**config.mk**
```make
export PLATFORM = sky130hd
export DESIGN_NAME = touch_scan_seq
export DESIGN_NICKNAME = d
export VERILOG_FILES = /design/src/rtl/tss_pkg.sv /design/src/rtl/tss_sync.sv /design/src/rtl/tss_timer.sv /design/src/rtl/tss_fsm.sv /design/src/rtl/touch_scan_seq.sv
export SDC_FILE = /design/constraint.sdc
export NUM_CORES = 1
export LEC_CHECK = 0
export CAP_MARGIN = 20
export CORE_MARGIN = 8
export CORE_UTILIZATION = 35
export CTS_CLUSTER_SIZE = 8
export DETAILED_ROUTE_END_ITERATION = 12
export DONT_BUFFER_PORTS = 1
export PLACE_DENSITY_LB_ADDON = 0.25
export SLEW_MARGIN = 20
export SYNTH_ARGS = -nofsm -noshare
export SYNTH_HDL_FRONTEND = slang
export SYNTH_SLANG_ARGS = --single-unit
```
**constraint.sdc**
```tcl
create_clock -name clk -period 2.9 [get_ports clk]
set_input_delay 0.58 -clock clk [delete_from_list [all_inputs] [get_ports clk]]
set_output_delay 0.58 -clock clk [all_outputs]
set_load 0.005 [all_outputs]
```
**src/rtl/tss_pkg.sv**
```systemverilog
package tss_pkg;

   typedef enum logic [1:0] {
      ST_IDLE     = 2'd0,
      ST_SETTLE   = 2'd1,
      ST_DEBOUNCE = 2'd2,
      ST_TOUCHED  = 2'd3
   } tss_state_e;

   localparam int FIELD_W = 8;

   // Field order matches the control word: scan in the top byte, timeout in the bottom byte.
   typedef struct packed {
      logic [FIELD_W-1:0] scan;
      logic [FIELD_W-1:0] deb;
      logic [FIELD_W-1:0] settle;
      logic [FIELD_W-1:0] tmo;
   } tss_cfg_t;

   localparam logic [31:0] TSS_CFG_RESET = 32'h0528_070A;

   localparam int SETTLE_MAX_CODE = 11;
   localparam int SETTLE_CODE0_US = 8;
   localparam int SETTLE_BASE_US  = 10;
   localparam int SETTLE_MAX_US   = SETTLE_BASE_US << (SETTLE_MAX_CODE - 1);
   localparam int SCAN_MAX_STEPS  = 256;

   // Settling wait in microsecond ticks; codes past the top of the table clamp.
   function automatic logic [31:0] settle_ticks(input logic [FIELD_W-1:0] code);
      logic [FIELD_W-1:0] c;
      if (code == '0) return 32'(SETTLE_CODE0_US);
      c = (code > FIELD_W'(SETTLE_MAX_CODE)) ? FIELD_W'(SETTLE_MAX_CODE) : code;
      return 32'(SETTLE_BASE_US) << (c - FIELD_W'(1));
   endfunction

endpackage

```
**src/rtl/tss_sync.sv**
```systemverilog
module tss_sync #(
   parameter int STAGES = 2
) (
   input  logic clk,
   input  logic rst_n,
   input  logic d_async,
   output logic q_sync
);
   logic [STAGES-1:0] chain;

   generate
      for (genvar i = 0; i < STAGES; i++) begin : g_stage
         if (i == 0) begin : g_first
            always_ff @(posedge clk or negedge rst_n) begin
               if (!rst_n) chain[0] <= 1'b0;
               else        chain[0] <= d_async;
            end
         end else begin : g_next
            always_ff @(posedge clk or negedge rst_n) begin
               if (!rst_n) chain[i] <= 1'b0;
               else        chain[i] <= chain[i-1];
            end
         end
      end
   endgenerate

   assign q_sync = chain[STAGES-1];
endmodule

```
**src/rtl/tss_timer.sv**
```systemverilog
module tss_timer #(
   parameter int W = 16
) (
   input  logic         clk,
   input  logic         rst_n,
   input  logic         load,
   input  logic [W-1:0] load_val,
   input  logic         tick,
   output logic         done
);
   logic [W-1:0] cnt;

   always_ff @(posedge clk or negedge rst_n) begin
      if (!rst_n)                     cnt <= '0;
      else if (load)                  cnt <= load_val;
      else if (tick && cnt != '0)     cnt <= cnt - W'(1);
   end

   assign done = (cnt == '0);
endmodule

```
**src/rtl/tss_fsm.sv**
```systemverilog
module tss_fsm
   import tss_pkg::*;
#(
   parameter int TMR_W        = 16,
   parameter int SCAN_STEP_US = 1024,
   parameter int DEB_STEP_US  = 512
) (
   input  logic             clk,
   input  logic             rst_n,
   input  logic             ctl_en,
   input  tss_cfg_t         cfg,
   input  logic             contact,
   input  logic             conv_done,
   input  logic             tmr_done,
   output logic             tmr_load,
   output logic [TMR_W-1:0] tmr_val,
   output logic             pen_down,
   output logic             pen_evt,
   output logic             conv_start,
   output logic             busy
);
   localparam int MISS_W = FIELD_W + 1;

   tss_state_e        state, nxt_state;
   logic [MISS_W-1:0] miss_cnt;
   logic [MISS_W-1:0] miss_limit;
   logic [8:0]        scan_steps;
   logic [31:0]       scan_ticks, deb_ticks, set_ticks;
   logic              go_touch, fire_conv, miss_inc, miss_clr, go_release;

   always_comb begin
      scan_steps = (cfg.scan == '0) ? 9'(SCAN_MAX_STEPS) : {1'b0, cfg.scan};
      scan_ticks = 32'(scan_steps) * 32'(SCAN_STEP_US) - 32'd1;
      deb_ticks  = 32'(cfg.deb) * 32'(DEB_STEP_US);
      set_ticks  = settle_ticks(cfg.settle);
      miss_limit = (cfg.tmo == '0) ? MISS_W'(1) : {1'b0, cfg.tmo};
   end

   always_comb begin
      nxt_state  = state;
      tmr_load   = 1'b0;
      tmr_val    = '0;
      go_touch   = 1'b0;
      fire_conv  = 1'b0;
      miss_inc   = 1'b0;
      miss_clr   = 1'b0;
      go_release = 1'b0;
      unique case (state)
         ST_IDLE: begin
            if (contact) begin
               nxt_state = ST_SETTLE;
               tmr_load  = 1'b1;
               tmr_val   = TMR_W'(set_ticks);
            end
         end
         ST_SETTLE: begin
            if (tmr_done) begin
               nxt_state = ST_DEBOUNCE;
               tmr_load  = 1'b1;
               tmr_val   = TMR_W'(deb_ticks);
            end
         end
         ST_DEBOUNCE: begin
            if (!contact) begin
               nxt_state = ST_IDLE;
            end else if (tmr_done) begin
               nxt_state = ST_TOUCHED;
               go_touch  = 1'b1;
               fire_conv = 1'b1;
               miss_clr  = 1'b1;
               tmr_load  = 1'b1;
               tmr_val   = TMR_W'(scan_ticks);
            end
         end
         ST_TOUCHED: begin
            if (tmr_done) begin
               tmr_load = 1'b1;
               tmr_val  = TMR_W'(scan_ticks);
               if (busy) begin
                  // conversion still running: this period takes no sample
               end else if (contact) begin
                  fire_conv = 1'b1;
                  miss_clr  = 1'b1;
               end else if ((miss_cnt + MISS_W'(1)) >= miss_limit) begin
                  nxt_state  = ST_IDLE;
                  go_release = 1'b1;
                  tmr_load   = 1'b0;
               end else begin
                  miss_inc = 1'b1;
               end
            end
         end
         default: nxt_state = ST_IDLE;
      endcase
   end

   always_ff @(posedge clk or negedge rst_n) begin
      if (!rst_n) begin
         state      <= ST_IDLE;
         miss_cnt   <= '0;
         pen_down   <= 1'b0;
         pen_evt    <= 1'b0;
         conv_start <= 1'b0;
         busy       <= 1'b0;
      end else begin
         pen_evt    <= 1'b0;
         conv_start <= 1'b0;
         if (!ctl_en) begin
            state    <= ST_IDLE;
            miss_cnt <= '0;
            busy     <= 1'b0;
            if (pen_down) begin
               pen_down <= 1'b0;
               pen_evt  <= 1'b1;
            end
         end else begin
            state <= nxt_state;
            if (conv_done) busy <= 1'b0;
            if (fire_conv) begin
               conv_start <= 1'b1;
               busy       <= 1'b1;
            end
            if (miss_clr)      miss_cnt <= '0;
            else if (miss_inc) miss_cnt <= miss_cnt + MISS_W'(1);
            if (go_touch) begin
               pen_down <= 1'b1;
               pen_evt  <= 1'b1;
            end
            if (go_release) begin
               pen_down <= 1'b0;
               pen_evt  <= 1'b1;
               miss_cnt <= '0;
            end
         end
      end
   end
endmodule

```
**src/rtl/touch_scan_seq.sv**
```systemverilog
module touch_scan_seq
   import tss_pkg::*;
#(
   parameter int SCAN_STEP_US = 1024,
   parameter int DEB_STEP_US  = 512,
   parameter int SYNC_STAGES  = 2
) (
   input  logic        clk,
   input  logic        rst_n,
   input  logic        ctl_en,
   input  logic [31:0] cfg_word,
   input  logic        us_tick,
   input  logic        contact_raw,
   input  logic        conv_done,
   output logic        drive_en,
   output logic        conv_start,
   output logic        pen_down,
   output logic        pen_evt
);
   localparam int SCAN_MAX = SCAN_MAX_STEPS * SCAN_STEP_US;
   localparam int DEB_MAX  = ((1 << FIELD_W) - 1) * DEB_STEP_US;
   localparam int MAX_AB   = (SCAN_MAX > DEB_MAX) ? SCAN_MAX : DEB_MAX;
   localparam int TMR_MAX  = (MAX_AB > SETTLE_MAX_US) ? MAX_AB : SETTLE_MAX_US;
   localparam int TMR_W    = $clog2(TMR_MAX + 1);

   generate
      if (SCAN_STEP_US < 1) begin : g_bad_scan
         $error("SCAN_STEP_US must be at least 1");
      end
      if (DEB_STEP_US < 1) begin : g_bad_deb
         $error("DEB_STEP_US must be at least 1");
      end
      if (SYNC_STAGES < 2) begin : g_bad_sync
         $error("SYNC_STAGES must be at least 2");
      end
   endgenerate

   tss_cfg_t         cfg;
   logic             contact_s;
   logic             tmr_load, tmr_done, busy;
   logic [TMR_W-1:0] tmr_val;

   assign cfg = tss_cfg_t'(cfg_word);

   tss_sync #(.STAGES(SYNC_STAGES)) u_sync (
      .clk     (clk),
      .rst_n   (rst_n),
      .d_async (contact_raw),
      .q_sync  (contact_s)
   );

   tss_timer #(.W(TMR_W)) u_timer (
      .clk      (clk),
      .rst_n    (rst_n),
      .load     (tmr_load),
      .load_val (tmr_val),
      .tick     (us_tick),
      .done     (tmr_done)
   );

   tss_fsm #(
      .TMR_W        (TMR_W),
      .SCAN_STEP_US (SCAN_STEP_US),
      .DEB_STEP_US  (DEB_STEP_US)
   ) u_fsm (
      .clk        (clk),
      .rst_n      (rst_n),
      .ctl_en     (ctl_en),
      .cfg        (cfg),
      .contact    (contact_s),
      .conv_done  (conv_done),
      .tmr_done   (tmr_done),
      .tmr_load   (tmr_load),
      .tmr_val    (tmr_val),
      .pen_down   (pen_down),
      .pen_evt    (pen_evt),
      .conv_start (conv_start),
      .busy       (busy)
   );

   assign drive_en = ctl_en & ~busy;
endmodule

```
Word-level counts from Yosys, hierarchy flattened
Cells that the tools add are included.
{ "word_totals": {"register_bits": 36, "word_cells": 100, "output_inout_bits": 4, "inputBits": 38} }
{ "op_classes": {"shifts": 1, "n_reduce_logical": 9, "addsub": 4, "n_mux": 60, "magnitude_cmp": 2, "n_bitwise": 2, "eq_ne": 13} }
{ "ops": {"columns": ["op", "count"], "rows": [
  ["$mux 19", 7],
  ["$pmux 19 s4", 1],
  ["$mux 9", 5],
  ["$sub 19x1->19 const B", 2],
  ["$mux 1", 32],
  ["$logic_not 8->1", 3],
  ["$logic_not 19->1", 1],
  ["$reduce_bool 19->1", 1],
  ["$shl 4x8->19 const A", 1],
  ["$mux 2", 9],
  ["$mux 17", 1],
  ["$mux 8", 2],
  ["$ne 3x3->1 const B", 5],
  ["$add 9x1->9 const B", 1],
  ["$ge 9x9->1", 1],
  ["$gt 8x4->1 const B", 1],
  ["$pmux 2 s4", 1],
  ["$sub 8x1->8 const B", 1],
  ["$reduce_and 7->1", 1],
  ["$ne 3x1->1 const B", 2],
  ["$eq 2x2->1 const B", 2],
  ["$ne 4x1->1 const B", 1],
  ["$ne 4x4->1 const B", 1],
  ["$pmux 1 s4", 1],
  ["8 further kinds", 8]
]} }

Logic depth before layout (Yosys ltp)
Gate-level depths: netlist of run 1.
{ "depth": {"word_depth": 12, "depth_mapped": 14, "depth_no_buf": 11} }

Hierarchy
A second synthesis of run 1 with hierarchy kept.
{ "hier_totals": {"cells_unflattened": 385, "hier_area_um2": 3056.7} }
{ "modules_own_cells": {"columns": ["mod", "seq_area_each_um2", "area_per_inst_um2", "cells_per_inst", "instances"], "rows": [
  ["tss_fsm", 375.4, 1712.9, 233, 1],
  ["tss_timer", 475.5, 1280.0, 149, 1],
  ["tss_sync", 50.0, 50.0, 2, 1],
  ["touch_scan_seq", 0.0, 13.8, 1, 1]
]} }

Least setup slack after synthesis of run 1
Ideal clock, no wire load.
{ "synth_path": {"kind": "flip-flop to flip-flop", "startpoint": "reg u_fsm.miss_cnt[2]", "endpoint": "reg u_timer.cnt[0]", "required_ns": 2.775, "arrival_ns": 3.016, "synth_period_minus_slack_ns": 3.141, "slack_ns": -0.241, "setup_ns": 0.125, "path_buffers": 1, "path_stages_with_launch": 13, "path_cell_list": "dfrtp_1 nand3_1 or2_2 nor2_1 xor2_1 ha_1 nand4_1 or4b_1 nand2_1 nand3_2 a311oi_2 buf_6 mux2_2"} }
{ "synth_between": {"elab_chain_len": 8, "elab_cells_between_ends": 9, "cone_classes": "add/sub: 1; order compare: 1; mux: 6; reduce/logical: 1"} }
{ "synth_lines": {"columns": ["item", "line_no", "rtl"], "rows": [
  ["start: declaration", "tss_fsm.sv:25", "logic [MISS_W-1:0] miss_cnt;"],
  ["start signal: assignment", "tss_fsm.sv:124", "else if (miss_inc) miss_cnt <= miss_cnt + MISS_W'(1);"],
  ["$add 9x1->9 *", "tss_fsm.sv:84", "end else if ((miss_cnt + MISS_W'(1)) >= miss_limit) begin"],
  ["$ge 9x9->1 *", "tss_fsm.sv:84", null],
  ["$mux 1 *", "tss_fsm.sv:84", null],
  ["$mux 1 *", "tss_fsm.sv:81", "end else if (contact) begin"],
  ["$mux 1 *", "tss_fsm.sv:79", "if (busy) begin"],
  ["$mux 1 *", "tss_fsm.sv:76", "if (tmr_done) begin"],
  ["$pmux 1 s4 *", "tss_fsm.sv:48", "unique case (state)"],
  ["$mux 19 or $reduce_bool 2->1 (tied branches)", null, null],
  ["end signal: assignment", "tss_timer.sv:15", "else if (load) cnt <= load_val;"],
  ["end signal: assignment", "tss_timer.sv:16", "else if (tick && cnt != '0) cnt <= cnt - W'(1);"],
  ["end: declaration", "tss_timer.sv:11", "logic [W-1:0] cnt;"]
]} }
Mark *: on every way between the ends. The rest lies on a longest branch, timed or not.
A chain may end at the register's enable or synchronous reset.

Worst setup path after layout of run 1
{ "layout_path": {"startpoint": "reg u_fsm.miss_cnt[1]", "endpoint": "reg u_timer.cnt[0]"} }
The elaborated chain is that of the path after synthesis.

==> results of run 1 <==
## cell families (layout without fill, tap and decap cells)
family	count (synthesis)	in the layout	synth area share, %
compound gates	83	83	18.75
mux	18	18	5.913
fa+ha+maj	12	12	4.827
buf+inv	35	66	5.149
flops	36	36	28.96
xor+xnor	26	26	7.321
simple gates	169	169	29.08
## where the power goes
group	internal [mW]	switching, mW	total (mW)
logic	0.484	0.510	0.994
registers	0.608	0.146	0.754
clock network	0.254	0.194	0.448
total	1.35	0.850	2.20
## area by class of cell
cell class / count / area share [%]
tap: 108 / 3.656
sequential: 36 / 24.44
clock buffer: 5 / 1.862
inverter: 19 / 1.930
multi-input combinational: 308 / 58.16
timing repair buffer: 39 / 8.802
clock inverter: 3 / 1.151
## flip-flops by register name (all words and copies together) (netlist names)
signal            count
u_fsm.pen_down        1
u_fsm.state           2
u_fsm.busy            1
u_sync.chain          1
u_fsm.miss_cnt        9
u_sync.q_sync         1
u_timer.cnt          19
u_fsm.conv_start      1
u_fsm.pen_evt         1
## critical path, stage by stage (launching register included)
cell,delay (ns)
dfrtp_2,0.42
nand3_2,0.09
or2_4,0.26
nor2_4,0.10
xor2_2,0.16
ha_1,0.27
nand4_1,0.09
or4b_4,0.49
nand2_4,0.08
nand3_4,0.08
a311oi_4,0.30
buf_12,0.17
mux2_2,0.32
## placed cells by master (no fill, tap or decap), drive strengths merged, types with 3 or more instances in the layout
master,netlist,layout
o21ai,22,22
or3,3,3
a221oi,3,3
o21a,4,4
nand4,9,9
mux2,3,3
nor4,13,13
clkbuf,11,5
a21boi,4,4
and2,5,5
nor2b,8,8
xnor2,15,15
o211ai,3,3
a21o,3,3
nand2b,6,6
or4,7,7
mux2i,15,15
xor2,11,11
a31oi,3,3
ha,12,12
and4,3,3
nand3b,3,3
dfrtp,36,36
nor3,11,11
nand3,14,14
and3,3,3
nand2,29,29
nor2,46,46
a21oi,14,14
buf,5,39
a211o,3,3
inv,19,19
## metal layers
metal | vias to the layer above | GRT usage (%) | routed length, um
met5 | - | 0 | 0
met4 | 0 | 4.567 | 102
met2 | 57 | 22.38 | 3755
li1 | 1455 | - | -
met1 | 1361 | 19.07 | 3932
met3 | 10 | 3.430 | 492
## path summary, 6_finish.rpt
path	slack, ns	end	depth (start not counted)
worst max-delay path	-0.06	u_timer.cnt[0]$_DFFE_PN0P_	12
worst min-delay path	0.11	u_timer.cnt[10]$_DFFE_PN0P_	1
worst max register to register	-0.06	u_timer.cnt[0]$_DFFE_PN0P_	12
worst min register to register	0.35	u_sync.q_sync$_DFF_PN0_	0
max in group asynchronous	2.59	u_fsm.miss_cnt[1]$_DFFE_PN0P_	1
min in group clk	0.32	u_sync.chain[0]$_DFF_PN0_	0
## what timing repair did
| action | in CTS | in global routing |
|---|---|---|
| setup buffers | 6 | 3 |
| resized for setup | 4 | 11 |
| cloned | 0 | 0 |
| pin swaps | 5 | 3 |
| setup endpoints to repair | 17 | 23 |
| hold endpoints to repair | 36 | 0 |
| hold buffers | 1 | 0 |
## per-stage QoR
| stage | setup TNS [ns] | power, mW |
|---|---|---|
| 2_1_floorplan | -0.1194 | 1.485 |
| 3_3_place_gp | -0.04599 | 1.695 |
| 3_5_place_dp | -1.247 | 1.708 |
| 4_1_cts | -0.8848 | 2.191 |
| 5_1_grt | -2.859 | 2.376 |
| 6_report | -0.2250 | 2.197 |
==> flow_summary.toml, run 1 <==
[run_status]
outcome = "finished, violations left"
violations = "negative setup slack"

[placed_design]
gp_congestion = 0.8498
dp_slack_ns = -0.1041
dp.cells = 500
port_buffers = 0
post_dp_cell_area_sq_mm = 0.003431
hpwl_mm = 6.380

[detailed_routing]
routed-via-count = 2883
drc_errors = 0
wl_mm = 8.281
dr.pass1.iters = 4
ant_nets = 0
drtIter0Drc = 147
wire_per_inst_um = 15.99
routed_via_density = 5.566

[cts]
cts_root_buffer = "clkbuf_8"
clkSinkCount = 36
clk_pin_slew_ns = 0.08
cts_buffer_depth = 2
htree_levels = 2
cts_inserted_buffers = 5
cts_tree = "yes"
worstSkewPairLatency_ns = 0.29

[logic_synthesis]
ys.flop_type = "dfrtp_1"
synth_area_leader_cell = "dfrtp_1"
yosysWarnings = 0
synth-edff-count = 0
syn_area_sq_mm = 0.003110
ys_seq_elements = 36
async_flop_share_pct = 100.0
postSynthAreaPerCell_sq_um = 8.207
synth_top_area_share_pct = 28.96
synth_commonest_cells = "nor2_1, dfrtp_1, nand2_1"
synthTopCellsByArea = "dfrtp_1, nor2_1, ha_1, mux2i_1, xnor2_1"
synth-seq-area-share_pct = 28.96
synth_cell_types = 68
synthCells = 379
synth.most_common_cell = "nor2_1"
syn_nets = 429

[timing]
post-route-min-period_ns = 2.959
rsz0062_at_grt = "yes"
slew_violations = 0
slew-limit-headroom_pct = 47.81
tightest_slew_ns = 0.7812
whs_ns = 0.1118
finalHoldViolations = 0
fin_ws_ns = -0.05877
final-setup-viol-count = 12
skew_ns = 0.009450
fmax_ghz = 0.3380
finalCritPeriodShare_pct = 102.0

[final_layout]
syn_to_final_growth_pct = 18.83
multi_input_area_sq_mm = 0.002150
diodes = 0
post-route-util_pct = 42.59
layout-drive-gt1-share_pct = 17.80
nFillCells = 882
final_cells = 518
layout.nets = 459
regArea_sq_um = 903.4
design_area_sq_mm = 0.003696

[setup_path]
startpoint = "u_fsm.miss_cnt[1]$_DFFE_PN0P_"
cp_max_fo = 8
cp-start-kind = "flop"
critPathCaptureType = "flop"
cp.required_ns = 3.08
cp.arrival_ns = 3.13
criticalPathCategory = "reg -> reg"
r2r-start = "u_fsm.miss_cnt[1]$_DFFE_PN0P_"

[floorplan]
ios = 42
core-area_sq_mm = 0.008678
dieArea_sq_mm = 0.01216
die_x_um = 110.3
die_h_um = 110.3
start_util_pct = 35.84
fp-row-count = 34

[min_path]
hold_path_class = "in -> async"

[global_routing]
grt_pass1_vias = 2907
grt_pass1_wl_mm = 13.99
overflow = 0
grt_max_degree = 37
antenna_found_initial = 0
grt_use_total_pct = 14.34

[power_and_ir_drop]
ir_drop_mv = 0.2866
p_leak_nw = 1.581
power.density_mw_per_mm2 = 594.3

[job]
cap_violations = 0
Power figures use the tool's default switching activity.
==> run 2, diff against run 1 <==
Settings changed: CORE_ASPECT_RATIO set to 1.4.
Clock period 2.9 ns to 3.1 ns, I/O delays scaled along.
==> run 2 against run 1 <==
Effect of this change: the flow now finishes without violations; total power is 3.7% lower; critical endpoint is now u_timer.cnt[1]$_DFFE_PN0P_; critical path type unchanged; register-to-register slack better by 0.12 ns; via count is 0.90% higher.
==> flow_summary.toml, run 2 (synthesized netlist as in run 1, its figures left out) <==
[floorplan]
die_x_um = 95.68
ios = 42
start_util_pct = 36.13
fp-row-count = 40
dieArea_sq_mm = 0.01220
die_h_um = 127.5
core-area_sq_mm = 0.008608

[global_routing]
antenna_found_initial = 0
grt_use_total_pct = 14.03
grt_max_degree = 37
overflow = 0
grt_pass1_wl_mm = 13.93
grt_pass1_vias = 2955

[setup_path]
startpoint = "u_fsm.miss_cnt[1]$_DFFE_PN0P_"
r2r-start = "u_fsm.miss_cnt[1]$_DFFE_PN0P_"
criticalPathCategory = "reg -> reg"
crit_family = "simple AND/OR/NAND/NOR gates"
cp-start-kind = "flop"
cp_max_fo = 8
crit_path_top_delay_cell = "or4b_4"
cp.required_ns = 3.26
slowest_delay_ns = 0.49
critPathCaptureType = "flop"
cp.arrival_ns = 3.20
critical_path_buf_inv_count = 1
cp_cell_sequence = "ha_2 -> nand3_1 -> nor2_2 -> xor2_1 -> ha_1 -> nand4_1 -> or4b_4 -> nand2_4 -> nand3_4 -> a311oi_4 -> buf_6 -> mux2_2"

[cts]
cts_root_buffer = "clkbuf_16"
cts_buffer_depth = 2
worstSkewPairLatency_ns = 0.28
cts_tree = "yes"
cts_hold_buf = 0
clkSinkCount = 36
htree_levels = 2
cts_inserted_buffers = 5
clk_pin_slew_ns = 0.06

[timing]
slew-limit-headroom_pct = 55.92
post-route-min-period_ns = 3.043
fmax_ghz = 0.3286
slew_violations = 0
tightest_slew_ns = 0.6605
finalCritPeriodShare_pct = 98.16
finalHoldViolations = 0
skew_ns = 0.006111
final-setup-viol-count = 0
fin_tns_setup_ns = 0

[final_layout]
post-route-util_pct = 41.73
layout.nets = 449
layout_common_cells = "nor2_1, dfrtp_1, nand2_1"
regArea_sq_um = 900.9
layout-drive-gt1-share_pct = 14.54
nFillCells = 886
top_register = "u_timer.cnt"
final_cells = 504
layout_commonest_cell = "nor2_1"
multi_input_area_sq_mm = 0.002107
syn_to_final_growth_pct = 15.49
diodes = 0
largest_reg_flops = 19
top_regs = "u_timer.cnt: 19 flops, u_fsm.miss_cnt: 9 flops, u_fsm.state: 2 flops"

[job]
cap_violations = 0

[power_and_ir_drop]
total_power_mw = 2.115
ir_drop_mv = 0.2136
power.density_mw_per_mm2 = 588.7
p_leak_nw = 1.540

[detailed_routing]
dr.pass1.iters = 4
routed-via-count = 2909
wire_per_inst_um = 16.63
drtIter0Drc = 185
routed_via_density = 5.772
ant_nets = 0
drc_errors = 0
wl_mm = 8.384

[run_status]
outcome = "completed"

[min_path]
hold_path_class = "in -> async"

[placed_design]
port_buffers = 0
hpwl_mm = 6.576
dp.cells = 490
gp_congestion = 0.9185
==> run 2: timing repair <==
item | 4_1_cts | 5_1_grt
setup endpoints to repair | 15 | 18
pin swaps | 0 | 6
resized for setup | 2 | 10
setup buffers | 1 | 6
==> run 2: final timing paths <==
kind | end | slack, ns | cells after the start
max in group asynchronous | u_timer.cnt[13]$_DFFE_PN0P_ | 2.96 | 0
worst min-delay path | u_fsm.miss_cnt[8]$_DFFE_PN0P_ | 0.04 | 0
worst max-delay path | u_timer.cnt[1]$_DFFE_PN0P_ | 0.06 | 12
worst min register to register | u_sync.q_sync$_DFF_PN0_ | 0.36 | 0
min in group clk | u_sync.q_sync$_DFF_PN0_ | 0.36 | 0
worst max register to register | u_timer.cnt[1]$_DFFE_PN0P_ | 0.06 | 12
==> run 2: worst register-to-register path: stages (launching register included) <==
cell	delay, ns
dfrtp_1	0.39
ha_2	0.21
nand3_1	0.13
nor2_2	0.17
xor2_1	0.17
ha_1	0.27
nand4_1	0.12
or4b_4	0.49
nand2_4	0.10
nand3_4	0.08
a311oi_4	0.27
buf_6	0.19
mux2_2	0.33
==> run 2: routing by layer <==
layer | vias up | global-route usage (%) | routed length [um]
met5 | - | 0 | 0
met4 | 0 | 5.722 | 266
met3 | 26 | 2.579 | 505
met2 | 84 | 25.14 | 4286
met1 | 1372 | 15.54 | 3326
li1 | 1427 | - | -
==> run 2: power breakdown <==
part	internal (mW)	switching (mW)	leakage, nW	total, mW
clock network	0.337	0.180	0.0760	0.517
registers	0.570	0.138	0.487	0.708
logic	0.429	0.461	0.978	0.890
==> run 2: stage by stage <==
| step | cell area [sq um] | hold slack (ns) | setup WS, ns |
|---|---|---|---|
| global route | 3592 | 0.02398 | -0.07456 |
| CTS | 3505 | 0.02691 | 0.001849 |
| global placement | 3337 | 0.3268 | 0.05037 |
| detailed placement | 3337 | 0.3269 | -0.04085 |
| floorplan | 3118 | 0.3244 | 0.05797 |
| finish | 3592 | 0.03760 | 0.05708 |
==> run 2: cell type report <==
class / count / share of cell area [%]
clock buffers: 7 / 4.249
inverters: 19 / 1.985
multi-input cells: 308 / 58.66
flip-flops and latches: 36 / 25.08
well taps: 105 / 3.657
repair buffers: 29 / 6.374
